File: src/rtl/ivl_timer_pkg.sv
package ivl_timer_pkg;
    typedef enum logic [1:0] {
        SEL_PRESCALE = 2'd0,
        SEL_COUNT    = 2'd1,
        SEL_PERIOD   = 2'd2,
        SEL_CONTROL  = 2'd3
    } wsel_e;

    typedef enum logic {
        ST_IDLE = 1'b0,
        ST_RUN  = 1'b1
    } tstate_e;
endpackage

File: src/rtl/ivl_timer_ctrl.sv
module ivl_timer_ctrl
    import ivl_timer_pkg::*;
#(
    parameter int PRE_W = 8,
    parameter int CNT_W = 16
) (
    input  logic             clk,
    input  logic             rst_n,
    input  logic             wr_en,
    input  wsel_e            wr_sel,
    input  logic [CNT_W-1:0] wr_data,
    output logic             running,
    output logic             cnt_load,
    output logic [PRE_W-1:0] pre_val,
    output logic [CNT_W-1:0] per_val
);
    tstate_e          state_q, state_d;
    logic [PRE_W-1:0] pre_q;
    logic [CNT_W-1:0] per_q;
    logic             ctl_wr;

    assign ctl_wr = wr_en && (wr_sel == SEL_CONTROL);

    // state register
    always_ff @(posedge clk) begin
        if (!rst_n) state_q <= ST_IDLE;
        else        state_q <= state_d;
    end

    // transitions
    always_comb begin
        state_d = state_q;
        unique case (state_q)
            ST_IDLE: if (ctl_wr && wr_data[0])  state_d = ST_RUN;
            ST_RUN:  if (ctl_wr && !wr_data[0]) state_d = ST_IDLE;
        endcase
    end

    // outputs
    always_comb begin
        running  = 1'b0;
        unique case (state_q)
            ST_IDLE: running = 1'b0;
            ST_RUN:  running = 1'b1;
        endcase
        cnt_load = wr_en && (wr_sel == SEL_COUNT);
        pre_val  = pre_q;
        per_val  = per_q;
    end

    // configuration registers
    always_ff @(posedge clk) begin
        if (!rst_n) begin
            pre_q <= '0;
            per_q <= '0;
        end else if (wr_en) begin
            if (wr_sel == SEL_PRESCALE) pre_q <= wr_data[PRE_W-1:0];
            if (wr_sel == SEL_PERIOD)   per_q <= wr_data;
        end
    end
endmodule

File: src/rtl/ivl_timer_prescale.sv
module ivl_timer_prescale #(
    parameter int PRE_W = 8
) (
    input  logic             clk,
    input  logic             rst_n,
    input  logic             run,
    input  logic             restart,
    input  logic [PRE_W-1:0] pre_val,
    output logic             tick
);
    logic [PRE_W-1:0] phase_q;

    assign tick = run && !restart && (phase_q == '0);

    always_ff @(posedge clk) begin
        if (!rst_n)               phase_q <= '0;
        else if (restart)         phase_q <= pre_val;
        else if (run) begin
            if (phase_q == '0)    phase_q <= pre_val;
            else                  phase_q <= phase_q - 1'b1;
        end
    end
endmodule

File: src/rtl/ivl_timer_counter.sv
module ivl_timer_counter #(
    parameter int CNT_W = 16
) (
    input  logic             clk,
    input  logic             rst_n,
    input  logic             step,
    input  logic             load,
    input  logic [CNT_W-1:0] load_val,
    input  logic [CNT_W-1:0] per_val,
    output logic [CNT_W-1:0] count,
    output logic             expire
);
    logic at_zero;

    assign at_zero = (count == '0);

    always_ff @(posedge clk) begin
        if (!rst_n) begin
            count  <= '0;
            expire <= 1'b0;
        end else begin
            expire <= step && !load && at_zero;
            if (load)         count <= load_val;
            else if (step) begin
                if (at_zero)  count <= per_val;
                else          count <= count - 1'b1;
            end
        end
    end
endmodule

File: src/rtl/ivl_timer.sv
module ivl_timer
    import ivl_timer_pkg::*;
#(
    parameter int PRE_W = 8,
    parameter int CNT_W = 16
) (
    input  logic             clk,
    input  logic             rst_n,
    input  logic             wr_en,
    input  logic [1:0]       wr_sel,
    input  logic [CNT_W-1:0] wr_data,
    output logic             irq_pulse,
    output logic [CNT_W-1:0] count_out
);
    logic             running;
    logic             cnt_load;
    logic             tick;
    logic [PRE_W-1:0] pre_val;
    logic [CNT_W-1:0] period_q;

    ivl_timer_ctrl #(.PRE_W(PRE_W), .CNT_W(CNT_W)) u_ctrl (
        .clk      (clk),
        .rst_n    (rst_n),
        .wr_en    (wr_en),
        .wr_sel   (wsel_e'(wr_sel)),
        .wr_data  (wr_data),
        .running  (running),
        .cnt_load (cnt_load),
        .pre_val  (pre_val),
        .per_val  (period_q)
    );

    ivl_timer_prescale #(.PRE_W(PRE_W)) u_pre (
        .clk     (clk),
        .rst_n   (rst_n),
        .run     (running),
        .restart (cnt_load),
        .pre_val (pre_val),
        .tick    (tick)
    );

    ivl_timer_counter #(.CNT_W(CNT_W)) u_cnt (
        .clk      (clk),
        .rst_n    (rst_n),
        .step     (tick),
        .load     (cnt_load),
        .load_val (wr_data),
        .per_val  (period_q),
        .count    (count_out),
        .expire   (irq_pulse)
    );
endmodule

File: config.mk
export PLATFORM = sky130hd
export DESIGN_NAME = ivl_timer
export DESIGN_NICKNAME = d
export VERILOG_FILES = /design/src/rtl/ivl_timer_pkg.sv /design/src/rtl/ivl_timer_ctrl.sv /design/src/rtl/ivl_timer_prescale.sv /design/src/rtl/ivl_timer_counter.sv /design/src/rtl/ivl_timer.sv
export SDC_FILE = /design/constraint.sdc
export NUM_CORES = 1
export LEC_CHECK = 0
export ABC_AREA = 1
export BUFFER_PORTS_ARGS = -buffer_cell sky130_fd_sc_hd__buf_2
export CAP_MARGIN = 20
export CORE_MARGIN = 1.5
export CORE_UTILIZATION = 63
export CTS_CLUSTER_DIAMETER = 40
export DETAILED_ROUTE_END_ITERATION = 16
export PLACE_DENSITY = 0.83
export SYNTH_ARGS = -nofsm -noshare
export SYNTH_HDL_FRONTEND = slang
export SYNTH_HIERARCHICAL = 1
export SYNTH_SLANG_ARGS = --single-unit
File: constraint.sdc
create_clock -name clk -period 3.5 [get_ports clk]
set_input_delay 0.35 -clock clk [delete_from_list [all_inputs] [get_ports clk]]
set_output_delay 0.35 -clock clk [all_outputs]
set_load 0.005 [all_outputs]
==> results.ini, run 1 <==
[run_status]
outcome=complete, no violations

[route]
routed_via_density=5.491
routed_wirelength_um=7916
ant_nets=0
vias=3163
drt-pass1-iter-count=5
drc=0
drt_iter0_drc=299
wl_per_cell_um=13.74

[sta]
fin_worst_skew_ps=7.418
final.min_clock_period_ps=1976
final_max_slew_viol_count=0
rsz0062_at_grt=no
final.period_utilization_pct=56.46
finalHoldViolations=0
tightest_slew_ps=544.7
setup_ws_ps=1524
max_slew_margin_pct=63.46
fin_setup_tns_ps=0
whs_ps=293.2
max_freq_mhz=506.0
setup_viol=0

[synth]
synth-compound-area-share_pct=11.83
synth_edf_count=0
synth_area_mm2=0.003237
synth_nets=503
ys_seq_elements=50
postSynthCellCount=478
synthXorXnorAreaFrac_pct=0.8118
ys_async_sr_fraction_pct=0
synth_cell_types=33
seq_area_frac_synth_pct=30.92
synth.area.mux_share_pct=0
synth_fa_ha_area_share_pct=1.546
synth_flop_cell=dfxtp_1
synthSimpleGateAreaFrac_pct=41.79
ys_warn_count=6
syn_avg_cell_area_um2=6.772
synth_top_family_by_area=simple AND/OR/NAND/NOR gates

[layout]
layout_commonest_cell=nand2_1
syn_to_final_growth_pct=7.461
fillers=448
final_cell_mix=nand2_1, inv_1, nor2_1
final_util_pct=71.74
multiInputGateArea_mm2=0.001817
final_layout_size_suffix_gt1_share_pct=19.25
antennaDiodeCount=0
nets=533
seqCellArea_mm2=0.001001

[placed_design]
gp_congestion=0.9200
dp_slack_ps=1297
port-buffer-count=37
dpl.hpwl_um=5701

[clocking]
clk_pin_slew_ps=90
cts_tree=yes
cts_sinks=50
clock_latency_ps=310
cts_resized=0
clk_path_buf_depth=2
cts_setup_buffers=0
cts-root-buf=clkbuf_8
cts_buffers=5
htreeDepth=2
cts_hold_buf=0

[floorplanning]
rows=25
die_y_um=74.68
die_w_um=74.68
io_pins=38
initial_utilization_pct=66.76
die-area_mm2=0.005577
coreArea_mm2=0.004848

[pwr]
ir_drop_mv=0.4683
power_density_mw_per_mm2=461.5
p_total_mw=1.605
p_leak_nw=1.738

[worst_hold_path]
worstHoldPathType=in -> reg
hold_start=wr_data[12]
holdPathStages=3
min_to=u_ctrl/per_val[12]$_SDFFE_PN0P_

[setup_path]
rrSetupSlack_ps=1520
worstPathArrival_ps=2200
r2r_start=u_pre/phase_q[0]$_SDFFE_PN0P_
cp-start-kind=register
rr_worst_depth=10
worstSetupPathType=reg -> reg
cp.required_ps=3730
crit_fanout=9
r2r-end=u_cnt/count[15]$_SDFFE_PN0P_
end_kind=register

[global_routing]
track_usage_pct=30.30
grt_pass1_vias=2743
antenna_found_initial=0
grt_pass1_wl_um=12770
grt_overflow=0
grt_max_degree=33

[flow_run]
maxCapViolations=0

-- registers in the layout (all words and copies together) (netlist names), named ones only --
signal and cells:
u_cnt/count 16, u_cnt/expire 1, u_ctrl/per_val 16, u_ctrl/pre_val 8, u_pre/phase_q 8
-- cells in the mapped netlist (2+ instances only) --
library cell	instances	area, um2
nor2_1	64	240.2
xor2_1	2	17.52
nor2_4	12	135.1
inv_1	69	259.0
nor2_2	5	31.28
nand3_4	2	35.03
o21ai_0	11	55.05
nand3_1	44	220.2
a21oi_2	5	43.79
a22oi_1	16	120.1
clkbuf_1	2	7.510
a21oi_1	29	145.1
o21ai_1	2	10.01
nand3b_1	10	75.07
inv_2	2	7.510
ha_1	4	50.05
nand2_2	8	50.05
nand2_1	102	382.9
nand3_2	11	110.1
buf_6	7	78.83
nand4_1	4	25.02
buf_4	3	22.52
dfxtp_1	50	1001
buf_2	5	25.02
-- cell families (layout without fill, tap and decap cells) --
logic type / count (synthesis) / count (layout)
and+or+nand+nor: 267 / 267
buffers and inverters: 90 / 121
AOI/OAI and AO/OA: 64 / 64
DFF: 50 / 50
adders and majority gates: 4 / 4
xor gates and xnor gates: 3 / 3
-- power by group --
group	switching, mW	total [mW]	internal [mW]	leakage, nW
combinational	0.391	0.602	0.211	1.28
sequential	0.0431	0.649	0.606	0.409
clock	0.195	0.355	0.160	0.0482
-- critical path: stages, from the launching register on --
cell and delay [ps]:
dfxtp_1 330, inv_1 110, ha_1 240, nand2_1 130
nor2_1 70, nand2_1 60, nor2_1 50, nor2_1 400
buf_4 260, a22oi_1 90, a21oi_2 150
-- metrics by stage --
step                      cell area [um2]  instances
final                                3478        576
after global routing                 3478        576
after CTS                            3478        576
after detailed placement             3387        568
after global placement               3387        568
after floorplan                      3237        478
-- per-layer routing --
metal | wire length, um | up-vias | global-route usage [%]
met3 | 845 | 8 | 6.961
met4 | 68 | 0 | 6.263
met5 | 0 | - | 0
met1 | 3620 | 1419 | 45.07
li1 | - | 1583 | -
met2 | 3382 | 153 | 45.14
-- cell type report --
cell class / instances / area share, %
multi-input cells: 338 / 52.23
clock buffers: 7 / 2.482
clock inverters: 1 / 0.1439
well taps: 67 / 2.410
repair buffers: 41 / 6.187
flip-flops and latches: 50 / 28.78
inverters: 72 / 7.770
-- worst max path at each step --
| stage | from | to | slack, ps | cells past startpoint |
|---|---|---|---|---|
| 2_1_floorplan | wr_en | u_cnt/count[0]$_SDFFE_PN0P_ | 1310 | 8 |
| 3_3_place_gp | wr_en | u_cnt/count[0]$_SDFFE_PN0P_ | 1330 | 8 |
| 3_5_place_dp | wr_en | u_cnt/count[15]$_SDFFE_PN0P_ | 1300 | 8 |
| 4_1_cts | u_pre/phase_q[0]$_SDFFE_PN0P_ | u_cnt/count[15]$_SDFFE_PN0P_ | 1550 | 10 |
| 5_1_grt | u_pre/phase_q[0]$_SDFFE_PN0P_ | u_cnt/count[15]$_SDFFE_PN0P_ | 1360 | 10 |
| 6_report | u_pre/phase_q[0]$_SDFFE_PN0P_ | u_cnt/count[15]$_SDFFE_PN0P_ | 1520 | 10 |
No activity file was read; power rests on OpenSTA's default activity.
==> inputs of run 2 (changes only) <==
ABC_AREA = 0   (was 1)
CORE_UTILIZATION = 52   (was 63)
PLACE_DENSITY = 0.74   (was 0.83)
clock period = 1.7 ns   (was 3.5 ns; I/O delays follow)
==> run 2 against run 1 <==
The flow now finishes with violations (setup timing). Routed wire length fell by 5.9%. Highest routed layer unchanged. First-iteration DRC count decreased by 11%. Critical path depth is 3 lower. Clock-buffer cell count shrank 1. Clock power grew 110%. Sequential cell count did not move. Sequential share of layout area fell by 0.59 points. Cell count shrank 18%. Setup slack worse by 1500 ps. Register-to-register slack lost 1500 ps.
==> results.ini, run 2 <==
[run_status]
outcome=complete, but fails checks
violations=setup timing

[flow_run]
maxCapViolations=0  ; unchanged

[clocking]
htreeDepth=2  ; unchanged
cts_buffers=5  ; unchanged
cts-root-buf=clkbuf_8
clk_pin_slew_ps=100  ; about the same
cts_hold_buf=0  ; unchanged
cts_tree=yes
clock_latency_ps=310  ; about the same
cts_sinks=50  ; unchanged
clk_path_buf_depth=2  ; unchanged

[layout]
fillers=418  ; -6.7%
nets=424  ; -20%
final_util_pct=68.65  ; -3.1 points
final_cell_mix=nand2_1, dfxtp_1, mux2i_1
multiInputGateArea_mm2=0.001773  ; -2.4%
antennaDiodeCount=0  ; unchanged
final_area_mm2=0.003573  ; +2.7%
final_layout_size_suffix_gt1_share_pct=28.75  ; +9.5 points
seqCellArea_mm2=0.001007  ; +0.63%
syn_to_final_growth_pct=25.48
fin_cells=470  ; -18%
layout_commonest_cell=nand2_1

[synth]
synth_cell_types=53  ; +61%
ys_top_cells_by_count=nand2_1, dfxtp_1, mux2i_1, a21oi_1
synth_area_mm2=0.002848  ; -12%
ys_async_sr_fraction_pct=0  ; unchanged
synthTopCellsByArea=dfxtp_1, mux2i_1, nand2_1, a21oi_1, o22ai_1
syn_avg_cell_area_um2=8.475  ; +25%
ys_warn_count=6  ; unchanged
synth_nets=361  ; -28%
synth_flop_cell=dfxtp_1
seq_area_frac_synth_pct=35.15  ; +4.2 points
ys_seq_elements=50  ; unchanged
synth_top_cell_by_area=dfxtp_1
synth_most_common_cell=nand2_1
synth_edf_count=0  ; unchanged
synth_top_area_share_pct=35.15  ; +4.2 points
postSynthCellCount=336  ; -30%

[placed_design]
dp_slack_ps=8.663  ; -1289 ps
placed_area_mm2=0.003298  ; -2.6%
dpl.hpwl_um=5008  ; -12%
port-buffer-count=37  ; unchanged
dp.cells=457  ; -20%
gp_congestion=0.8989  ; -2.3%

[sta]
max_freq_mhz=581.8  ; +15%
fin_worst_skew_ps=9.461  ; +2.043 ps
setup_ws_ps=-18.95  ; -1543 ps
setup_viol=3  ; +3
max_slew_margin_pct=67.12  ; +3.7 points
fin_setup_tns_ps=-40.10  ; -40.10 ps
final.min_clock_period_ps=1719  ; -257.2 ps
tightest_slew_ps=493.2  ; -51.50 ps
final_max_slew_viol_count=0  ; unchanged
rsz0062_at_grt=yes
finalHoldViolations=0  ; unchanged
final.period_utilization_pct=101.1  ; +45 points

[route]
drc=0  ; unchanged
drt_iter0_drc=265  ; -11%
wl_per_cell_um=15.85  ; +15%
routed_via_density=5.855  ; +6.6%
drt-pass1-iter-count=5  ; unchanged
vias=2752  ; -13%
routed_wirelength_um=7449  ; -5.9%
ant_nets=0  ; unchanged

[global_routing]
grt_pass1_wl_um=11420  ; -11%
grt_pass1_vias=2352  ; -14%
grt_overflow=0  ; unchanged
grt_max_degree=31  ; -6.1%
antenna_found_initial=0  ; unchanged
track_usage_pct=23.73  ; -6.6 points

[floorplanning]
io_pins=38  ; unchanged
rows=26  ; +4.0%
die-area_mm2=0.005929  ; +6.3%
die_y_um=77  ; +3.1%
coreArea_mm2=0.005205  ; +7.4%
die_w_um=77  ; +3.1%
initial_utilization_pct=54.71  ; -12 points

[pwr]
ir_drop_mv=0.6894  ; +47%
p_leak_nw=1.515  ; -13%
power_density_mw_per_mm2=825.8  ; +79%

[setup_path]
end_kind=register
crit_fanout=5  ; -4
r2r_start=u_pre/phase_q[2]$_SDFFE_PN0P_
worstPathArrival_ps=1960  ; -240 ps
cp.required_ps=1940  ; -1790 ps
cp-start-kind=register
worstSetupPathType=reg -> reg
rrSetupSlack_ps=-20  ; -1540 ps
r2r-end=u_cnt/count[12]$_SDFFE_PN0P_
rr_worst_depth=7  ; -3

[worst_hold_path]
min_to=u_ctrl/per_val[14]$_SDFFE_PN0P_
worstHoldPathType=in -> reg
holdPathStages=3  ; unchanged
hold_start=wr_data[14]

run 2: changes by cell type after synthesis, sizes merged, moves of 15 or more:
cell,change
nor2,-69
a22oi,-15
o22ai,+15
mux2i,+40
nand2,-59
inv,-57
nand3,-47
run 2: how the worst max path moves through the flow:
| stage | from | endpoint | slack [ps] | cells past startpoint |
|---|---|---|---|---|
| after floorplan | u_cnt/count[0]$_SDFFE_PN0P_ | u_cnt/count[11]$_SDFFE_PN0P_ | 3 | 9 |
| after detailed placement | u_cnt/count[0]$_SDFFE_PN0P_ | u_cnt/count[1]$_SDFFE_PN0P_ | 9 | 7 |
| after CTS | u_pre/phase_q[1]$_SDFFE_PN0P_ | u_pre/phase_q[4]$_SDFFE_PN0P_ | 10 | 6 |
| after global placement | u_pre/phase_q[1]$_SDFFE_PN0P_ | u_cnt/count[8]$_SDFFE_PN0P_ | 8 | 9 |
| after global routing | u_pre/phase_q[2]$_SDFFE_PN0P_ | u_cnt/count[12]$_SDFFE_PN0P_ | -130 | 7 |
| final | u_pre/phase_q[2]$_SDFFE_PN0P_ | u_cnt/count[12]$_SDFFE_PN0P_ | -20 | 7 |
run 2: critical path, stage by stage (launching register included):
cell and delay [ps]:
dfxtp_2 350, nor3_4 220, nand3_2 130, nor4_4 250
buf_6 180, and3_4 220, o311ai_1 120, o22ai_1 190
run 2: area by class of cell:
type                       count  area share (%)
multi-input combinational    248           49.61
sequential                    50           28.19
timing repair buffer          80           15.48
tap                           70           2.451
clock buffer                   6           2.311
inverter                      14           1.611
clock inverter                 2          0.3501
run 2: where the power goes:
part | internal [mW] | switching, mW
clock network | 0.328 | 0.414
logic | 0.451 | 0.486
registers | 1.22 | 0.0494
run 2: kinds of logic after synthesis:
family                     Yosys count  synth area share, %
buffers and inverters               38                6.590
and+or+nand+nor                    121                23.46
adders and majority gates            4                1.758
AOI/OAI and AO/OA                   75                16.52
xor gates and xnor gates             8                2.461
DFF                                 50                35.15
muxes                               40                14.06
run 2: through the flow:
stage | hold slack [ps] | power [mW]
after detailed placement | 442.1 | 2.127
final | 110.0 | 2.951
after global placement | 428.8 | 2.106
after floorplan | 287.5 | 1.883
after global routing | 122.6 | 3.080
after CTS | 106.6 | 2.855
run 2: repair_timing:
action | in CTS | in global routing
gates resized for setup | 3 | 26
hold endpoints to repair | 0 | 0
cloned | 0 | 1
endpoints found under the setup margin | 4 | 21
pin swaps | 0 | 13
buffers inserted | 0 | 4
run 2: metal layers:
layer	track usage (%)	vias up	wire length, um
li1	-	1340	-
met1	35.45	1279	3533
met2	36.02	125	3325
met3	3.810	8	531
met4	4.727	0	57
met5	0	-	0
==> inputs of run 3 (changes only) <==
CORE_ASPECT_RATIO = 0.6   (was unset)
==> run 3 against run 2 <==
The run now ends clean. Setup slack improved by 20 ps. Combinational power increased by 4.3%. Sequential power about the same. Clock power fell by 5.3%. Maximum frequency up 1.2%. Core utilization rose by 0.96 points. Largest cell class unchanged. Highest routed layer unchanged.
==> results.ini, run 3 (synthesized netlist as in run 2, its figures left out) <==
[run_status]
outcome=complete, no violations

[pwr]
ir_drop_mv=0.4299  ; -38%
p_leak_nw=1.527  ; +0.81%
power_density_mw_per_mm2=821.7  ; -0.50%

[sta]
tightest_slew_ps=548.0  ; +54.80 ps
final_max_slew_viol_count=0  ; unchanged
final.min_clock_period_ps=1699  ; -19.64 ps
rsz0062_at_grt=yes
fin_setup_tns_ps=0  ; +40.10 ps
setup_viol=0  ; -3
final.period_utilization_pct=99.96  ; -1.2 points
max_freq_mhz=588.5  ; +1.2%
fin_worst_skew_ps=6.053  ; -3.408 ps
max_slew_margin_pct=63.47  ; -3.7 points
finalHoldViolations=0  ; unchanged

[floorplanning]
coreArea_mm2=0.005155  ; -0.96%
rows=20  ; -23%
io_pins=38  ; unchanged
die_w_um=98.54  ; +28%
initial_utilization_pct=55.24  ; +0.53 points
die-area_mm2=0.005944  ; +0.25%
die_y_um=60.32  ; -22%

[setup_path]
cp.required_ps=1920  ; -20 ps
path_cells=nor3_4 > nand3_2 > nor4_4 > buf_4 > and3_4 > o311ai_4 > o22ai_1
crit_fanout=4  ; -1
r2r_start=u_pre/phase_q[2]$_SDFFE_PN0P_
cp-start-kind=register
r2r-end=u_cnt/count[12]$_SDFFE_PN0P_
end_kind=register
worstSetupPathType=reg -> reg
worstPathArrival_ps=1920  ; -40 ps
critPathTopFamily=simple AND/OR/NAND/NOR gates
worst_path_max_delay_cell=dfxtp_2
path_buf_inv=1  ; unchanged
rrSetupSlack_ps=0.7  ; +20 ps
max_stage_delay_ps=350  ; about the same
rr_worst_depth=7  ; unchanged

[route]
wl_per_cell_um=16.68  ; +5.2%
routed_via_density=5.917  ; +1.1%
drc=0  ; unchanged
vias=2793  ; +1.5%
routed_wirelength_um=7872  ; +5.7%
drt_iter0_drc=171  ; -35%
drt-pass1-iter-count=5  ; unchanged
ant_nets=0  ; unchanged

[layout]
nets=430  ; +1.4%
final_layout_size_suffix_gt1_share_pct=30.30  ; +1.5 points
layout_commonest_cell=nand2_1
final_cell_mix=nand2_1, buf_4, dfxtp_1
fillers=419  ; +0.24%
antennaDiodeCount=0  ; unchanged
syn_to_final_growth_pct=26.01
fin_cells=472  ; +0.43%

[clocking]
htreeDepth=2  ; unchanged
cts_tree=yes
clk_path_buf_depth=2  ; unchanged
clock_latency_ps=300  ; about the same
cts_sinks=50  ; unchanged
clk_pin_slew_ps=100  ; about the same
cts_buffers=5  ; unchanged
cts-root-buf=clkbuf_8
cts_hold_buf=0  ; unchanged

[flow_run]
maxCapViolations=0  ; unchanged

[global_routing]
track_usage_pct=26.98  ; +3.3 points
grt_max_degree=49  ; +58%
antenna_found_initial=0  ; unchanged
grt_overflow=0  ; unchanged
grt_pass1_vias=2579  ; +9.7%
grt_pass1_wl_um=12520  ; +9.7%

[worst_hold_path]
min_to=u_ctrl/per_val[9]$_SDFFE_PN0P_
worstHoldPathType=in -> reg
holdPathStages=3  ; unchanged
hold_start=wr_data[9]

[placed_design]
port-buffer-count=37  ; unchanged
gp_congestion=0.9332  ; +3.8%
dp.cells=459  ; +0.44%
dpl.hpwl_um=5672  ; +13%

run 3: changes by cell type in the layout (fill, tap and decap cells not counted), sizes merged:
cell	change
buf	+7
clkbuf	-2
clkinv	+1
run 3: cell type report:
| type | count | area, um2 | area share (%) |
|---|---|---|---|
| Clock buffer | 5 | 68.82 | 1.918 |
| Sequential cell | 50 | 1008 | 28.10 |
| Multi-Input combinational cell | 248 | 1782 | 49.65 |
| Timing Repair Buffer | 86 | 573.1 | 15.97 |
| Inverter | 14 | 52.55 | 1.464 |
| Tap cell | 66 | 82.58 | 2.301 |
| Clock inverter | 3 | 21.27 | 0.5927 |
run 3: timing repair:
action | CTS | global route
gates cloned | 0 | 0
buffers inserted | 2 | 4
setup endpoints to repair | 6 | 25
resized for setup | 1 | 27
pin swaps | 0 | 11
run 3: layer usage:
layer	GRT usage, %	share of wire (%)	vias up
met5	0	0	-
met4	6.036	0.74	0
met3	6.316	9.7	8
met2	42.37	42	129
met1	38.28	47	1312
li1	-	-	1344
run 3: worst reg2reg max path, cell delays in order, from the launching register on:
cell	delay (ps)
dfxtp_2	350
nor3_4	220
nand3_2	130
nor4_4	220
buf_4	190
and3_4	240
o311ai_4	90
o22ai_1	190
run 3: worst max-delay path by stage:
| stage | cells past startpoint | start | endpoint |
|---|---|---|---|
| 2_1_floorplan | 9 | u_cnt/count[0]$_SDFFE_PN0P_ | u_cnt/count[11]$_SDFFE_PN0P_ |
| 3_3_place_gp | 9 | u_pre/phase_q[1]$_SDFFE_PN0P_ | u_cnt/count[8]$_SDFFE_PN0P_ |
| 3_5_place_dp | 8 | u_pre/phase_q[1]$_SDFFE_PN0P_ | u_cnt/count[12]$_SDFFE_PN0P_ |
| 4_1_cts | 8 | u_pre/phase_q[1]$_SDFFE_PN0P_ | u_cnt/count[12]$_SDFFE_PN0P_ |
| 5_1_grt | 8 | u_pre/phase_q[2]$_SDFFE_PN0P_ | u_cnt/count[8]$_SDFFE_PN0P_ |
| 6_report | 7 | u_pre/phase_q[2]$_SDFFE_PN0P_ | u_cnt/count[12]$_SDFFE_PN0P_ |
run 3: where the power goes:
group	total, mW	switching (mW)	leakage (nW)	internal [mW]
clock network	0.703	0.413	0.0441	0.290
logic	0.977	0.513	1.07	0.464
registers	1.27	0.0460	0.409	1.22
total	2.95	0.972	1.53	1.98
run 3: per-stage QoR:
step                      instance area, um2  hold WS [ps]  power (mW)  setup WS [ps]  util, %
after floorplan                         2868         287.5       1.883          3.224        -
after global placement                  3351         428.8       2.156          55.56    65.00
after detailed placement                3351         435.8       2.179         -12.81    65.00
after CTS                               3463         101.6       2.898         -54.14    67.18
after global routing                    3588         121.6       3.104         -128.2    69.61
final                                   3588         111.6       2.949         0.6899    69.61
